`config.mk`:
```
export PLATFORM = sky130hd
export DESIGN_NAME = irq_forward_ctrl
export DESIGN_NICKNAME = d
export VERILOG_FILES = /design/src/rtl/irqfwd_pkg.sv /design/src/rtl/irqfwd_sync.sv /design/src/rtl/irqfwd_detect.sv /design/src/rtl/irqfwd_ack.sv /design/src/rtl/irq_forward_ctrl.sv
export SDC_FILE = /design/constraint.sdc
export NUM_CORES = 1
export LEC_CHECK = 0
export BUFFER_PORTS_ARGS = -buffer_cell sky130_fd_sc_hd__buf_2
export CAP_MARGIN = 5
export CORE_MARGIN = 4
export CORE_UTILIZATION = 36
export CTS_CLUSTER_DIAMETER = 60
export DETAILED_ROUTE_END_ITERATION = 8
export GPL_TIMING_DRIVEN = 0
export PLACE_DENSITY = 0.61
export SYNTH_ARGS = -nofsm -noshare
export SYNTH_HDL_FRONTEND = slang
export SYNTH_SLANG_ARGS = --single-unit
```
`constraint.sdc`:
```
create_clock -name clk -period 3.6 [get_ports clk]
set_input_delay 0.18 -clock clk [delete_from_list [all_inputs] [get_ports clk]]
set_output_delay 0.18 -clock clk [all_outputs]
set_load 0.1 [all_outputs]
```
`src/rtl/irqfwd_pkg.sv`:
```
// irqfwd_pkg: shared types for the interrupt forwarding controller.
// Assumes: nothing; holds only the acknowledge sequencer state encoding.
package irqfwd_pkg;

    typedef enum logic [1:0] {
        ACK_IDLE    = 2'd0,
        ACK_SETUP   = 2'd1,
        ACK_STROBE  = 2'd2,
        ACK_RELEASE = 2'd3
    } ack_state_t;

endpackage

```
`src/rtl/irqfwd_sync.sv`:
```
// irqfwd_sync: multi-stage synchronizer for active-low request lines.
// Output is active high. Flops reset to the inactive (high) level.
// Assumes: the inputs are level signals held longer than STAGES cycles.
module irqfwd_sync #(
    parameter int W      = 7,
    parameter int STAGES = 2
) (
    input  logic         clk,
    input  logic         rst_n,
    input  logic [W-1:0] in_n,
    output logic [W-1:0] out_act
);
    logic [STAGES-1:0][W-1:0] pipe_q;

    // Shift the raw levels through the synchronizer chain.
    always_ff @(posedge clk) begin
        if (!rst_n) begin
            pipe_q <= '1;
        end else begin
            pipe_q[0] <= in_n;
            for (int s = 1; s < STAGES; s++) begin
                pipe_q[s] <= pipe_q[s-1];
            end
        end
    end

    assign out_act = ~pipe_q[STAGES-1];
endmodule

```
`src/rtl/irqfwd_detect.sv`:
```
// irqfwd_detect: mask register, arm flag, priority pick and host interrupt.
// Detection is level sensitive. A hit while armed latches the highest level,
// raises host_irq and disarms on the same edge.
// Assumes: req_act is already synchronous to clk.
module irqfwd_detect #(
    parameter int LEVELS = 7,
    parameter int LVL_W  = 3
) (
    input  logic              clk,
    input  logic              rst_n,
    input  logic [LEVELS-1:0] req_act,
    input  logic              mask_wr,
    input  logic [LEVELS-1:0] mask_data,
    input  logic              arm_wr,
    input  logic              stat_rd,
    output logic [LEVELS-1:0] hit,
    output logic              armed,
    output logic              host_irq,
    output logic [LVL_W-1:0]  pend_level
);
    logic [LEVELS-1:0] mask_q;
    logic [LVL_W-1:0]  top_lvl;
    logic              detect;

    assign hit    = req_act & ~mask_q;
    assign detect = armed && (|hit);

    // Pick the highest numbered active level (1-based code).
    always_comb begin
        top_lvl = '0;
        for (int i = 0; i < LEVELS; i++) begin
            if (hit[i]) top_lvl = LVL_W'(i + 1);
        end
    end

    // Hold the mask register; all levels blocked out of reset.
    always_ff @(posedge clk) begin
        if (!rst_n)       mask_q <= '1;
        else if (mask_wr) mask_q <= mask_data;
    end

    // Arm flag, host interrupt and latched level.
    always_ff @(posedge clk) begin
        if (!rst_n) begin
            armed      <= 1'b0;
            host_irq   <= 1'b0;
            pend_level <= '0;
        end else if (detect) begin
            armed      <= 1'b0;
            host_irq   <= 1'b1;
            pend_level <= top_lvl;
        end else if (arm_wr) begin
            armed      <= 1'b1;
            host_irq   <= 1'b0;
        end else if (stat_rd) begin
            host_irq   <= 1'b0;
        end
    end
endmodule

```
`src/rtl/irqfwd_ack.sv`:
```
// irqfwd_ack: acknowledge cycle sequencer.
// Drives the level onto the address lines, then the strobe. It latches the
// vector on data acknowledge and waits for the acknowledge to fall.
// Assumes: bus_dtack and bus_data are synchronous to clk.
module irqfwd_ack
    import irqfwd_pkg::*;
#(
    parameter int LVL_W = 3,
    parameter int VEC_W = 8
) (
    input  logic             clk,
    input  logic             rst_n,
    input  logic             ack_req,
    input  logic [LVL_W-1:0] ack_level,
    input  logic             bus_dtack,
    input  logic [VEC_W-1:0] bus_data,
    output logic             iack_as,
    output logic [LVL_W-1:0] iack_addr,
    output logic             iack_busy,
    output logic [VEC_W-1:0] vec_out,
    output logic             vec_valid
);
    ack_state_t       state_q;
    logic [LVL_W-1:0] lvl_q;

    // Step the acknowledge cycle and capture the vector.
    always_ff @(posedge clk) begin
        if (!rst_n) begin
            state_q   <= ACK_IDLE;
            lvl_q     <= '0;
            vec_out   <= '0;
            vec_valid <= 1'b0;
        end else begin
            vec_valid <= 1'b0;
            case (state_q)
                ACK_IDLE: if (ack_req) begin
                    lvl_q   <= ack_level;
                    state_q <= ACK_SETUP;
                end
                ACK_SETUP: state_q <= ACK_STROBE;
                ACK_STROBE: if (bus_dtack) begin
                    vec_out   <= bus_data;
                    vec_valid <= 1'b1;
                    state_q   <= ACK_RELEASE;
                end
                ACK_RELEASE: if (!bus_dtack) state_q <= ACK_IDLE;
                default: state_q <= ACK_IDLE;
            endcase
        end
    end

    assign iack_as   = (state_q == ACK_STROBE);
    assign iack_busy = (state_q != ACK_IDLE);
    assign iack_addr = iack_busy ? lvl_q : '0;
endmodule

```
`src/rtl/irq_forward_ctrl.sv`:
```
// irq_forward_ctrl: forwards seven active-low bus interrupt levels to one
// host interrupt, with per-level mask, one-shot arming and an acknowledge
// cycle sequencer that fetches the vector.
// Assumes: bus_irq_n is asynchronous; every other input is synchronous to clk.
module irq_forward_ctrl #(
    parameter int LEVELS  = 7,
    parameter int STAGES  = 2,
    parameter int VEC_W   = 8,
    localparam int LVL_W  = $clog2(LEVELS + 1)
) (
    input  logic              clk,
    input  logic              rst_n,
    input  logic [LEVELS-1:0] bus_irq_n,
    input  logic              mask_wr,
    input  logic [LEVELS-1:0] mask_data,
    input  logic              arm_wr,
    input  logic              stat_rd,
    output logic              host_irq,
    output logic [LVL_W-1:0]  pend_level,
    input  logic              ack_req,
    input  logic [LVL_W-1:0]  ack_level,
    input  logic              bus_dtack,
    input  logic [VEC_W-1:0]  bus_data,
    output logic              iack_as,
    output logic [LVL_W-1:0]  iack_addr,
    output logic              iack_busy,
    output logic [VEC_W-1:0]  vec_out,
    output logic              vec_valid
);
    logic [LEVELS-1:0] req_act;
    logic [LEVELS-1:0] hit_vec;
    logic              armed_q;

    irqfwd_sync #(.W(LEVELS), .STAGES(STAGES)) u_sync (
        .clk     (clk),
        .rst_n   (rst_n),
        .in_n    (bus_irq_n),
        .out_act (req_act)
    );

    irqfwd_detect #(.LEVELS(LEVELS), .LVL_W(LVL_W)) u_detect (
        .clk        (clk),
        .rst_n      (rst_n),
        .req_act    (req_act),
        .mask_wr    (mask_wr),
        .mask_data  (mask_data),
        .arm_wr     (arm_wr),
        .stat_rd    (stat_rd),
        .hit        (hit_vec),
        .armed      (armed_q),
        .host_irq   (host_irq),
        .pend_level (pend_level)
    );

    irqfwd_ack #(.LVL_W(LVL_W), .VEC_W(VEC_W)) u_ack (
        .clk       (clk),
        .rst_n     (rst_n),
        .ack_req   (ack_req),
        .ack_level (ack_level),
        .bus_dtack (bus_dtack),
        .bus_data  (bus_data),
        .iack_as   (iack_as),
        .iack_addr (iack_addr),
        .iack_busy (iack_busy),
        .vec_out   (vec_out),
        .vec_valid (vec_valid)
    );
endmodule

```
# After elaboration in Yosys (flattened, before gate mapping)

Index checks and enable logic that the tools add are counted.

Register bits after elaboration: 40
Bits in latches: 0
Bits in writable memories: 0
ROM bits: 0
Bits of input ports: 32
Word-level logic and storage cells: 46
Memories: 0

$add $sub $neg: 0
$mul: 0
Divide/modulo/power cells: 0
$lt $le $gt $ge: 0
Eq/ne operators: 6
Shifts and indexed selects: 0
Muxes and demuxes: 16
Bitwise gates (word level): 4
Reductions and logical operators: 10

Operator list:

| kind                                           | count |
|---|---|
| two-way mux 3 bit                              | 5 |
| NOT 7 bit                                      | 2 |
| two-way mux 2 bit                              | 5 |
| case mux 2 bit (4 select lines)                | 1 |
| bitwise AND 7 bit                              | 1 |
| OR reduction 7 bit                             | 1 |
| inequality test 2 bit (second input constant)  | 3 |
| AND reduction 2 bit                            | 3 |
| two-way mux 1 bit                              | 5 |
| == test 2 bit (second input constant)          | 2 |
| AND reduction 3 bit                            | 1 |
| nonzero test 3 bit                             | 1 |
| == test 2 x 1 -> 1 bit (second input constant) | 1 |
| logical NOT 2 bit                              | 1 |
| nonzero test 2 bit                             | 1 |
| OR reduction 2 bit                             | 1 |
| logical AND 1 bit                              | 1 |
| NOT 1 bit                                      | 1 |

# Longest topological paths before layout

Gate-level depths: netlist (run 1).

Depth after elaboration: 9
Depth in mapped cells: 7
Mapped depth without buffers: 6

# Cells and area by module

From an unflattened synthesis (run 1), not the netlist that was laid out.

Cell total of the unflattened synthesis: 170
Area, all modules: 1665.3 µm²

Modules (own cells, without submodules):

| module        | instances | cells each | area an instance (µm²) |
|---|---|---|---|
| irqfwd_ack    | 1         | 73         | 654.4 |
| irqfwd_detect | 1         | 61         | 593.1 |
| irqfwd_sync   | 1         | 36         | 417.9 |

# Worst setup path after synthesis (run 1)

Ideal clock, no wire load.

Path kind: register -> output
Start: register u_ack.state_q[0]
End: output iack_addr[0]
Arrival time: 2107 ps
Slack: 1313 ps
Stages on the path, launching flop included: 5
Path buffers: 1
Cells stage by stage: dfxtp_1 inv_1 ha_1 clkbuf_1 nor2b_1

Longest elaborated chain between the ends: 2

RTL lines:

| element                | RTL line               | text |
|---|---|---|
| start, declared        | irqfwd_ack.sv:23       | `ack_state_t state_q;` |
| start signal, assigned | irqfwd_ack.sv:29       | `state_q <= ACK_IDLE;` |
| start signal, assigned | irqfwd_ack.sv:38       | `state_q <= ACK_SETUP;` |
| start signal, assigned | irqfwd_ack.sv:40       | `ACK_SETUP: state_q <= ACK_STROBE;` |
| nonzero test 2 bit     | irqfwd_ack.sv:53       | `assign iack_busy = (state_q != ACK_IDLE);` |
| two-way mux 3 bit      | irqfwd_ack.sv:54       | `assign iack_addr = iack_busy ? lvl_q : '0;` |
| end, declared          | irq_forward_ctrl.sv:25 | `output logic [LVL_W-1:0] iack_addr,` |

Every way passes these cells.

# Worst setup path after layout (run 1)

Ends and elaborated chain as after synthesis.

==> results of run 1 <==
==> area by class of cell <==
| class | count | area (um^2) |
|---|---|---|
| Buffer | 8 | 30.03 |
| Clock buffer | 5 | 68.82 |
| Clock inverter | 3 | 46.29 |
| Fill cell | 401 | 2111 |
| Inverter | 3 | 11.26 |
| Multi-Input combinational cell | 103 | 658.1 |
| Sequential cell | 40 | 800.8 |
| Tap cell | 50 | 62.56 |
| Timing Repair Buffer | 48 | 240.2 |
==> worst paths after layout <==
path	startpoint	endpoint	slack, ps
worst max register to register	u_detect.mask_q[4]	u_detect.pend_level[0]	2220
worst min-delay path	bus_irq_n[3]	u_sync.pipe_q[3]	60
worst min register to register	u_sync.pipe_q[4]	u_sync.pipe_q[11]	410
worst max-delay path	u_ack.state_q[0]	iack_addr[0]	1730
==> sequential cells by signal, summed over array words and instances, names as in the netlist <==
register	count
u_ack.state_q	2
u_sync.pipe_q	14
u_detect.pend_level	3
u_detect.host_irq	1
u_ack.vec_out	8
u_ack.lvl_q	3
u_ack.vec_valid	1
u_detect.armed	1
u_detect.mask_q	7
==> synth_stat cells, drive strengths merged, types with 2 or more instances <==
cell type,instances
nor2b,5
clkbuf,8
nor3b,2
mux2i,10
nor2,2
o21a,3
dfxtp,40
a21oi,3
ha,3
inv,3
a21boi,11
nand2,22
o22ai,4
nand2b,15
o21ai,4
nand3,11
==> placed cells by master (no fill, tap or decap), drive strengths merged <==
cell and n:
clkinvlp 1, o21ai 4, dfxtp 40, inv 4, nor2 2, o22ai 4, a21boi 11, a21oi 3
a211oi 1, nand2 22, and2b 1, nor4 1, nor2b 5, o32a 1, a31oi 1, mux2i 10
and3 1, ha 3, nand3 11, o211ai 1, nand2b 15, bufinv 1, nor3b 2, clkbuf 13
o21a 3, o41a 1, buf 48
==> report_power, final <==
part,switching (mW),leakage [nW],internal (mW),total [mW]
registers,0.0238,0.329,0.485,0.508
logic,0.332,0.451,0.0925,0.425
clock network,0.159,0.0548,0.209,0.367
==> logic make-up after synthesis <==
kind of cell / count (synthesis) / share of synthesized area [%]
AND/OR/NAND/NOR: 60 / 20.43
flip-flops: 40 / 53.38
AO/OA/AOI/OAI: 30 / 14.26
buffers and inverters: 11 / 2.752
multiplexers: 10 / 6.672
adder cells (fa/ha/maj): 3 / 2.502
==> metrics by stage <==
stage               hold slack, ps  setup slack [ps]  utilization (%)
detailed placement           364.8              2022            44.75
global route                 46.83              1577            47.61
floorplan                    253.0              1313                -
global placement             361.7              2015            44.75
CTS                          52.71              1690            47.61
finish                       64.55              1735            47.61
==> critical path: stages (launching register included) <==
cell	delay [ps]
dfxtp_1	350
inv_1	70
ha_1	190
clkbuf_1	200
nor2b_1	150
buf_2	430
==> per-layer routing <==
layer  track usage [%]  up-vias
met5                 0        -
met4             6.148        0
met3             4.155        2
met2             17.84       30
met1             15.23      521
li1                  -      630
==> flow_summary_export.csv, run 1 <==
group,metric,value,unit
finish,nNetsFinal,244,
yosys,synth-seq-cells,40,
sta,min_period_over_period,51.82,%
sta,fin_skew,6.196,ps
clock_tree,insertion_delay,290,ps
drt,dr.max_layer_used,"met4",
placement,hpwl,2262,um
yosys,ys.flop_type,"dfxtp_1",
worst_setup_path,path_class,"reg -> out",
yosys,synth_area_leaders,"dfxtp_1 53%, mux2i_1 6.7%, nand2b_1 6.3%, a21boi_0 5.5%, nand2_1 5.5%",
clock_tree,ctsResizeCount,0,
yosys,async_flop_share,0,%
finish,antenna_cells,0,
drt,via_per_inst,4.550,
run_status,status,"completed",
sta,rsz0062_at_grt,"false",
placement,portBuffers,48,
yosys,ys_types,25,
worst_setup_path,start_kind,"register",
worst_setup_path,required,3420,ps
clock_tree,clock_path_buffers,2,
worst_setup_path,worstPathMaxFanout,10,
drt,post_drt_wl_per_cell,11.39,um
drt,met3WireLength,156,um
floorplanning,die-area,5264,um^2
sta,post-route-min-period,1865,ps
drt,antenna_left,0,
grt,grt_pass1_wl,4823,um
clock_tree,numCtsBuffers,5,
clock_tree,clockRootBuffer,"clkbuf_8",
yosys,synth_top_cell_by_area,"dfxtp_1",
drt,vias,1183,
grt,grt_use_total,11.97,%
floorplanning,coreArea,4029,um^2
run,drv_cap,0,
clock_tree,cts_tree,"yes",
worst_setup_path,arrival,1690,ps
sta,hold_viol,0,
floorplanning,top_level_ports,50,
placement,gp_congestion,0.7445,
drt,wl_met2,1325,um
finish,fin_cells,260,
finish,final_area,1918,um^2
clock_tree,clkTransAtPathRegs,80,ps
grt,grt_max_degree,15,
yosys,yosys_warnings,0,
clock_tree,postCtsSetupBuffers,0,
grt,grt.overflow.total,0,
sta,fmax,536.1,MHz
worst_hold_path,hp-class,"in -> reg",
floorplanning,die_h,72.56,um
worst_setup_path,r2r_cells,4,
grt,first_global_vias,1082,
yosys,synth_edf_count,0,
drt,wl,2961,um
yosys,synth_top_cell_area_share,53.38,%
clock_tree,postCtsHoldBufs,0,
finish,area_growth_syn_to_layout,27.86,%
power,power,1.301,mW
placement,placed_cell_area,1803,um^2
floorplanning,start_util,37.24,%
power,p_leak,0.8345,nW
sta,worstMarginPinSlew,498.2,ps
floorplanning,core.rowCount,23,
sta,drv_slew,0,
yosys,netlist_area,1500,um^2
drt,wl_met1,1443,um
sta,setup_viol,0,
drt,drc,0,
grt,grt_antenna_before_repair,0,
drt,drtIter0Drc,60,
sta,relSlewSlack,67.02,%
finish,drive_gt1_share,27.62,%
yosys,synthCells,154,
worst_hold_path,min_path_cells,2,
clock_tree,cts_num_sinks,40,
yosys,synth_area_per_cell,9.741,um^2
drt,first_pass_iters,4,
power,power_density,678.1,nW/um^2
yosys,synth_fp_nets,189,
worst_setup_path,end_kind,"primary output",
sta,setup-tns-final,0,ps
yosys,synth-seq-area-share,53.38,%
placement,placedCellCount,252,
power,ir_drop,0.2957,mV
clock_tree,htree_levels,2,
floorplanning,die_x,72.56,um
Power figures use the tool's default switching activity.
==> run 2: changes to the inputs <==
==> constraint.sdc (replaced) <==
create_clock -name clk -period 1.9 [get_ports clk]
set_input_delay 0.095 -clock clk [delete_from_list [all_inputs] [get_ports clk]]
set_output_delay 0.095 -clock clk [all_outputs]
set_load 0.1 [all_outputs]
==> run 2 against run 1 <==
  * Via count increased by 2.7%
  * Die area unchanged
  * Clock skew about the same
  * Final cell count increased by 2.7%
  * Clock power increased by 90%
  * Largest cell class unchanged
==> flow_summary_export.csv, run 2 (same netlist as run 1, synthesis figures left out) <==
group,metric,value,unit
run_status,status,"completed",
clock_tree,clockRootBuffer,"clkbuf_8",
worst_setup_path,worstPathMaxFanout,10,
floorplanning,top_level_ports,50,
finish,nNetsFinal,251,
drt,drc,0,
grt,grt.overflow.total,0,
finish,largest_reg_flops,14,
placement,placed_cell_area,1803,um^2
clock_tree,clock_path_buffers,2,
sta,rsz0062_at_grt,"false",
floorplanning,die_h,72.56,um
clock_tree,htree_levels,2,
floorplanning,die_x,72.56,um
grt,first_global_vias,1127,
placement,portBuffers,48,
worst_setup_path,cp_slowest_cell,"buf_2",
clock_tree,postCtsSetupBuffers,0,
grt,grt_antenna_before_repair,0,
worst_setup_path,path_class,"reg -> out",
finish,top_register,"u_sync.pipe_q",
clock_tree,cts_num_sinks,40,
sta,post-route-min-period,1707,ps
drt,drtIter0Drc,59,
worst_setup_path,path_cells,"inv_1 -> ha_1 -> clkbuf_1 -> inv_1 -> buf_2",
finish,fillers,391,
sta,setup-tns-final,0,ps
sta,drv_slew,0,
worst_setup_path,end_kind,"primary output",
power,p_leak,0.8619,nW
worst_setup_path,critical_path_buf_inv_count,4,
grt,grt_use_total,12.28,%
placement,hpwl,2262,um
worst_setup_path,start_kind,"register",
sta,relSlewSlack,67.02,%
finish,final_core_util,49.53,%
clock_tree,numCtsBuffers,5,
floorplanning,coreArea,4029,um^2
finish,antenna_cells,0,
placement,gp_congestion,0.7445,
finish,layout_common_cells,"45 x buf_2, 40 x dfxtp_1, 22 x nand2_1",
finish,mostFrequentLayoutCell,"buf_2",
drt,antenna_left,0,
clock_tree,insertion_delay,290,ps
clock_tree,cts_tree,"yes",
floorplanning,core.rowCount,23,
worst_setup_path,required,1800,ps
drt,via_per_inst,4.551,
finish,final_area,1996,um^2
worst_setup_path,arrival,1610,ps
worst_setup_path,cp_common_cell,"inv_1",
run,drv_cap,0,
sta,fmax,586.0,MHz
sta,fin_hold_ws,18.41,ps
drt,vias,1215,
power,power,2.480,mW
worst_setup_path,cpPeakStageDelay,420,ps
floorplanning,die-area,5264,um^2
power,ir_drop,0.5616,mV
sta,fin_skew,6.248,ps
sta,min_period_over_period,89.82,%
drt,wl,3012,um
sta,worstMarginPinSlew,498.2,ps
grt,grt_pass1_wl,4974,um
worst_hold_path,hp-class,"in -> reg",
clock_tree,clkTransAtPathRegs,80,ps
sta,hold_viol,0,
sta,setup_viol,0,
finish,area_growth_syn_to_layout,33.03,%
drt,post_drt_wl_per_cell,11.28,um
finish,top_regs,"u_sync.pipe_q: 14 flops, u_ack.vec_out: 8 flops, u_detect.mask_q: 7 flops",
floorplanning,start_util,37.24,%
drt,first_pass_iters,4,
finish,drive_gt1_share,26.73,%
worst_setup_path,critPathTopFamily,"buffers and inverters",
grt,grt_max_degree,15,
power,power_density,1243,nW/um^2
## run 2: layout make-up
type / instances / area [um^2] / share of cell area, %
clock buffers: 5 / 68.82 / 3.448
multi-input cells: 103 / 658.1 / 32.98
plain buffers: 8 / 30.03 / 1.505
clock inverters: 3 / 46.29 / 2.320
inverters: 3 / 11.26 / 0.5643
flip-flops and latches: 40 / 800.8 / 40.13
well taps: 50 / 62.56 / 3.135
repair buffers: 55 / 317.8 / 15.92
## run 2: what timing repair did
| action | 4_1_cts | 5_1_grt |
|---|---|---|
| endpoints found under the hold margin | 7 | 0 |
| hold buffers | 7 | 0 |
| endpoints found under the setup margin | 0 | 3 |
| resized for setup | 0 | 3 |
## run 2: stage by stage
step                      setup slack, ps  cells
after floorplan                    -301.6    154
after global placement              399.7    252
after detailed placement            407.0    252
after CTS                           74.94    267
after global routing                50.84    267
final                               193.5    267
## run 2: worst paths after layout
check	startpoint	cells after the start	slack [ps]	to
min reg2reg	u_sync.pipe_q[4]	1	410	u_sync.pipe_q[11]
max	u_ack.state_q[0]	5	190	iack_busy
min	mask_data[1]	3	20	u_detect.mask_q[1]
max reg2reg	u_detect.mask_q[4]	4	520	u_detect.pend_level[0]
## run 2: power by group
group          internal [mW]  switching [mW]  total [mW]
combinational          0.189           0.632       0.821
sequential             0.918          0.0449       0.963
clock                  0.395           0.301       0.696
## run 2: tightest hold or removal path, delay by kind of cell
| kind | cells | cell delay (ps) |
|---|---|---|
| buffers and inverters | 1 | 80 |
| multiplexers | 1 | 50 |
| AND/OR/NAND/NOR | 1 | 50 |
## run 2: metal layers
metal / up-vias / share of wire (%) / wire, um / track usage (%)
met5: - / 0 / 0 / 0
met4: 0 / 1.2 / 37 / 6.148
met1: 539 / 49 / 1472 / 15.57
met3: 2 / 5.0 / 151 / 4.155
li1: 644 / - / - / -
met2: 30 / 45 / 1350 / 18.54
==> run 3: changes to the inputs <==
--- a/config.mk
+++ b/config.mk
@@ -5,7 +5,7 @@
 export SDC_FILE = /design/constraint.sdc
 export NUM_CORES = 1
 export LEC_CHECK = 0
-export BUFFER_PORTS_ARGS = -buffer_cell sky130_fd_sc_hd__buf_2
+export BUFFER_PORTS_ARGS = -buffer_cell sky130_fd_sc_hd__buf_4
 export CAP_MARGIN = 5
 export CORE_MARGIN = 4
 export CORE_UTILIZATION = 36
==> run 3 against run 2 <==
  * Via count rose by 5.8%
  * First-iteration DRC count up 81%
  * Clock power is 0.7% lower
  * Final cell count is 0.37% higher
  * Sequential power about the same
  * Utilization up 3.0 points
  * Sequential share of layout area is 2.3 points lower
  * Largest power group unchanged
  * Count of clock-buffer cells in the layout stayed put
  * Total power rose by 2.7%
  * Hold slack worse by 4.0 ps
  * Non-clock buffer count up 1
  * Flip-flop and latch count unchanged
==> flow_summary_export.csv, run 3 (same netlist as run 1, synthesis figures left out) <==
group,metric,value,unit
finish,fin_cells,268,
power,p_leak,0.8911,nW
clock_tree,clkTransAtPathRegs,80,ps
power,seqPwrFrac,37.8,%
sta,setup_viol,0,
sta,worstMarginPinSlew,469.6,ps
sta,hold_viol,0,
grt,grt_use_total,14.28,%
sta,drv_slew,0,
grt,grt_max_degree,14,
sta,fmax,586.5,MHz
sta,rsz0062_at_grt,"false",
drt,wl_met1,1411,um
worst_setup_path,end_kind,"primary output",
power,switchingPower,1.000,mW
drt,wl_met2,1717,um
finish,area_growth_syn_to_layout,40.95,%
floorplanning,top_level_ports,50,
worst_setup_path,cpPeakStageDelay,360,ps
clock_tree,insertion_delay,290,ps
placement,placedCellCount,252,
run,drv_cap,0,
clock_tree,clockRootBuffer,"clkbuf_8",
floorplanning,die_h,72.56,um
run_status,status,"completed",
clock_tree,clock_path_buffers,2,
worst_setup_path,rr_startpoint,"u_ack.state_q[0]",
sta,fin_skew,4.501,ps
floorplanning,coreArea,4029,um^2
floorplanning,die_x,72.56,um
sta,min_period_over_period,89.74,%
placement,hpwl,2606,um
worst_hold_path,min_path_cells,2,
finish,mostFrequentLayoutCell,"buf_4",
drt,antenna_left,0,
placement,placed_cell_area,1923,um^2
worst_setup_path,path_cells,"inv_1 -> ha_1 -> clkbuf_1 -> nor2b_1 -> buf_4",
grt,grt_antenna_before_repair,0,
finish,drive_gt1_share,26.61,%
worst_setup_path,path_class,"reg -> out",
drt,dr.max_layer_used,"met4",
sta,relSlewSlack,68.69,%
power,power_frac_clock,27.1,%
power,swShare,39.27,%
sta,post-route-min-period,1705,ps
placement,portBuffers,48,
drt,post_drt_wl_per_cell,12.64,um
worst_setup_path,r2r_cells,7,
power,power_density,1205,nW/um^2
power,internal_power,1.547,mW
finish,top_regs,"u_sync.pipe_q: 14 flops, u_ack.vec_out: 8 flops, u_detect.mask_q: 7 flops",
clock_tree,cts_num_sinks,40,
worst_setup_path,arrival,1610,ps
drt,via_per_inst,4.795,
floorplanning,die-area,5264,um^2
finish,largest_reg_flops,14,
finish,nNetsFinal,252,
finish,final_area,2115,um^2
grt,first_global_vias,1300,
finish,layout_common_cells,"48 x buf_4, 40 x dfxtp_1, 22 x nand2_1",
worst_setup_path,cp_slowest_cell,"dfxtp_1",
placement,gp_congestion,0.8358,
floorplanning,start_util,37.24,%
worst_hold_path,hp-class,"in -> reg",
drt,drc,0,
clock_tree,cts_tree,"yes",
finish,antenna_cells,0,
grt,grt.overflow.total,0,
power,ir_drop,0.4976,mV
clock_tree,htree_levels,2,
worst_setup_path,required,1800,ps
worst_hold_path,worstHoldStart,"rst_n",
worst_setup_path,crit_path_start,"u_ack.state_q[0]",
drt,first_pass_iters,4,
worst_setup_path,start_kind,"register",
drt,vias,1285,
drt,drtIter0Drc,107,
clock_tree,numCtsBuffers,5,
finish,top_register,"u_sync.pipe_q",
drt,met3WireLength,192,um
grt,grt_pass1_wl,5782,um
worst_setup_path,worstPathMaxFanout,10,
power,pwr-share-comb,35.0,%
floorplanning,core.rowCount,23,
drt,wl,3388,um
-- run 3: cell types whose count changed in the layout (fill, tap and decap cells not counted) --
cell	before	now
clkinv_2	0	1
dlygate4sd3_1	7	8
clkbuf_4	3	0
buf_2	45	0
buf_4	0	48
inv_6	1	0
-- run 3: area by class of cell --
cell class,instances,area [um^2]
multi-input cells,103,658.1
well taps,50,62.56
flip-flops and latches,40,800.8
inverters,3,11.26
plain buffers,8,30.03
repair buffers,56,440.4
clock buffers,5,68.82
fillers,396,1914
clock inverters,3,42.54
-- run 3: per-stage QoR --
step | hold slack (ps) | utilization, % | total power, mW | TNS (ps) | setup slack (ps)
after floorplan | 168.0 | - | 1.649 | -904.9 | -301.6
after global placement | 277.6 | 47.73 | 1.834 | 0 | 551.1
after detailed placement | 280.9 | 47.73 | 1.859 | 0 | 480.4
after CTS | 7.842 | 52.48 | 2.575 | 0 | 157.4
after global routing | 18.67 | 52.48 | 2.673 | 0 | 63.69
final | 14.44 | 52.48 | 2.547 | 0 | 195.0
-- run 3: repair_timing --
item,CTS,global route
buffers inserted,0,0
hold buffers,8,0
resized for setup,0,0
hold endpoints to repair,7,0
-- run 3: worst max-delay path, delay by kind of cell (launching register included) --
kind                     cells  cell delay [ps]
adder cells (fa/ha/maj)      1              210
AND/OR/NAND/NOR              1              160
buffers and inverters        3              590
flip-flops                   1              360
-- run 3: final timing paths --
kind	to	slack [ps]
worst min-delay path	u_sync.pipe_q[13]	10
worst max register to register	u_ack.state_q[1]	450
worst max-delay path	iack_addr[1]	190
worst min register to register	u_sync.pipe_q[7]	410
-- run 3: power groups by stage --
stage                     clock network [mW]  registers (mW)  logic [mW]
after floorplan                            0            1.14       0.511
after global placement                     0           0.980       0.854
after detailed placement                   0           0.984       0.875
after CTS                              0.707           0.964       0.903
after global routing                   0.737           0.973       0.962
final                                  0.691           0.964       0.893
-- run 3: routing by layer --
metal  global-route usage (%)  up-vias
met2                    24.65       38
met3                    4.432        7
met4                    6.148        0
met1                    16.11      591
met5                        0        -
li1                         -      649
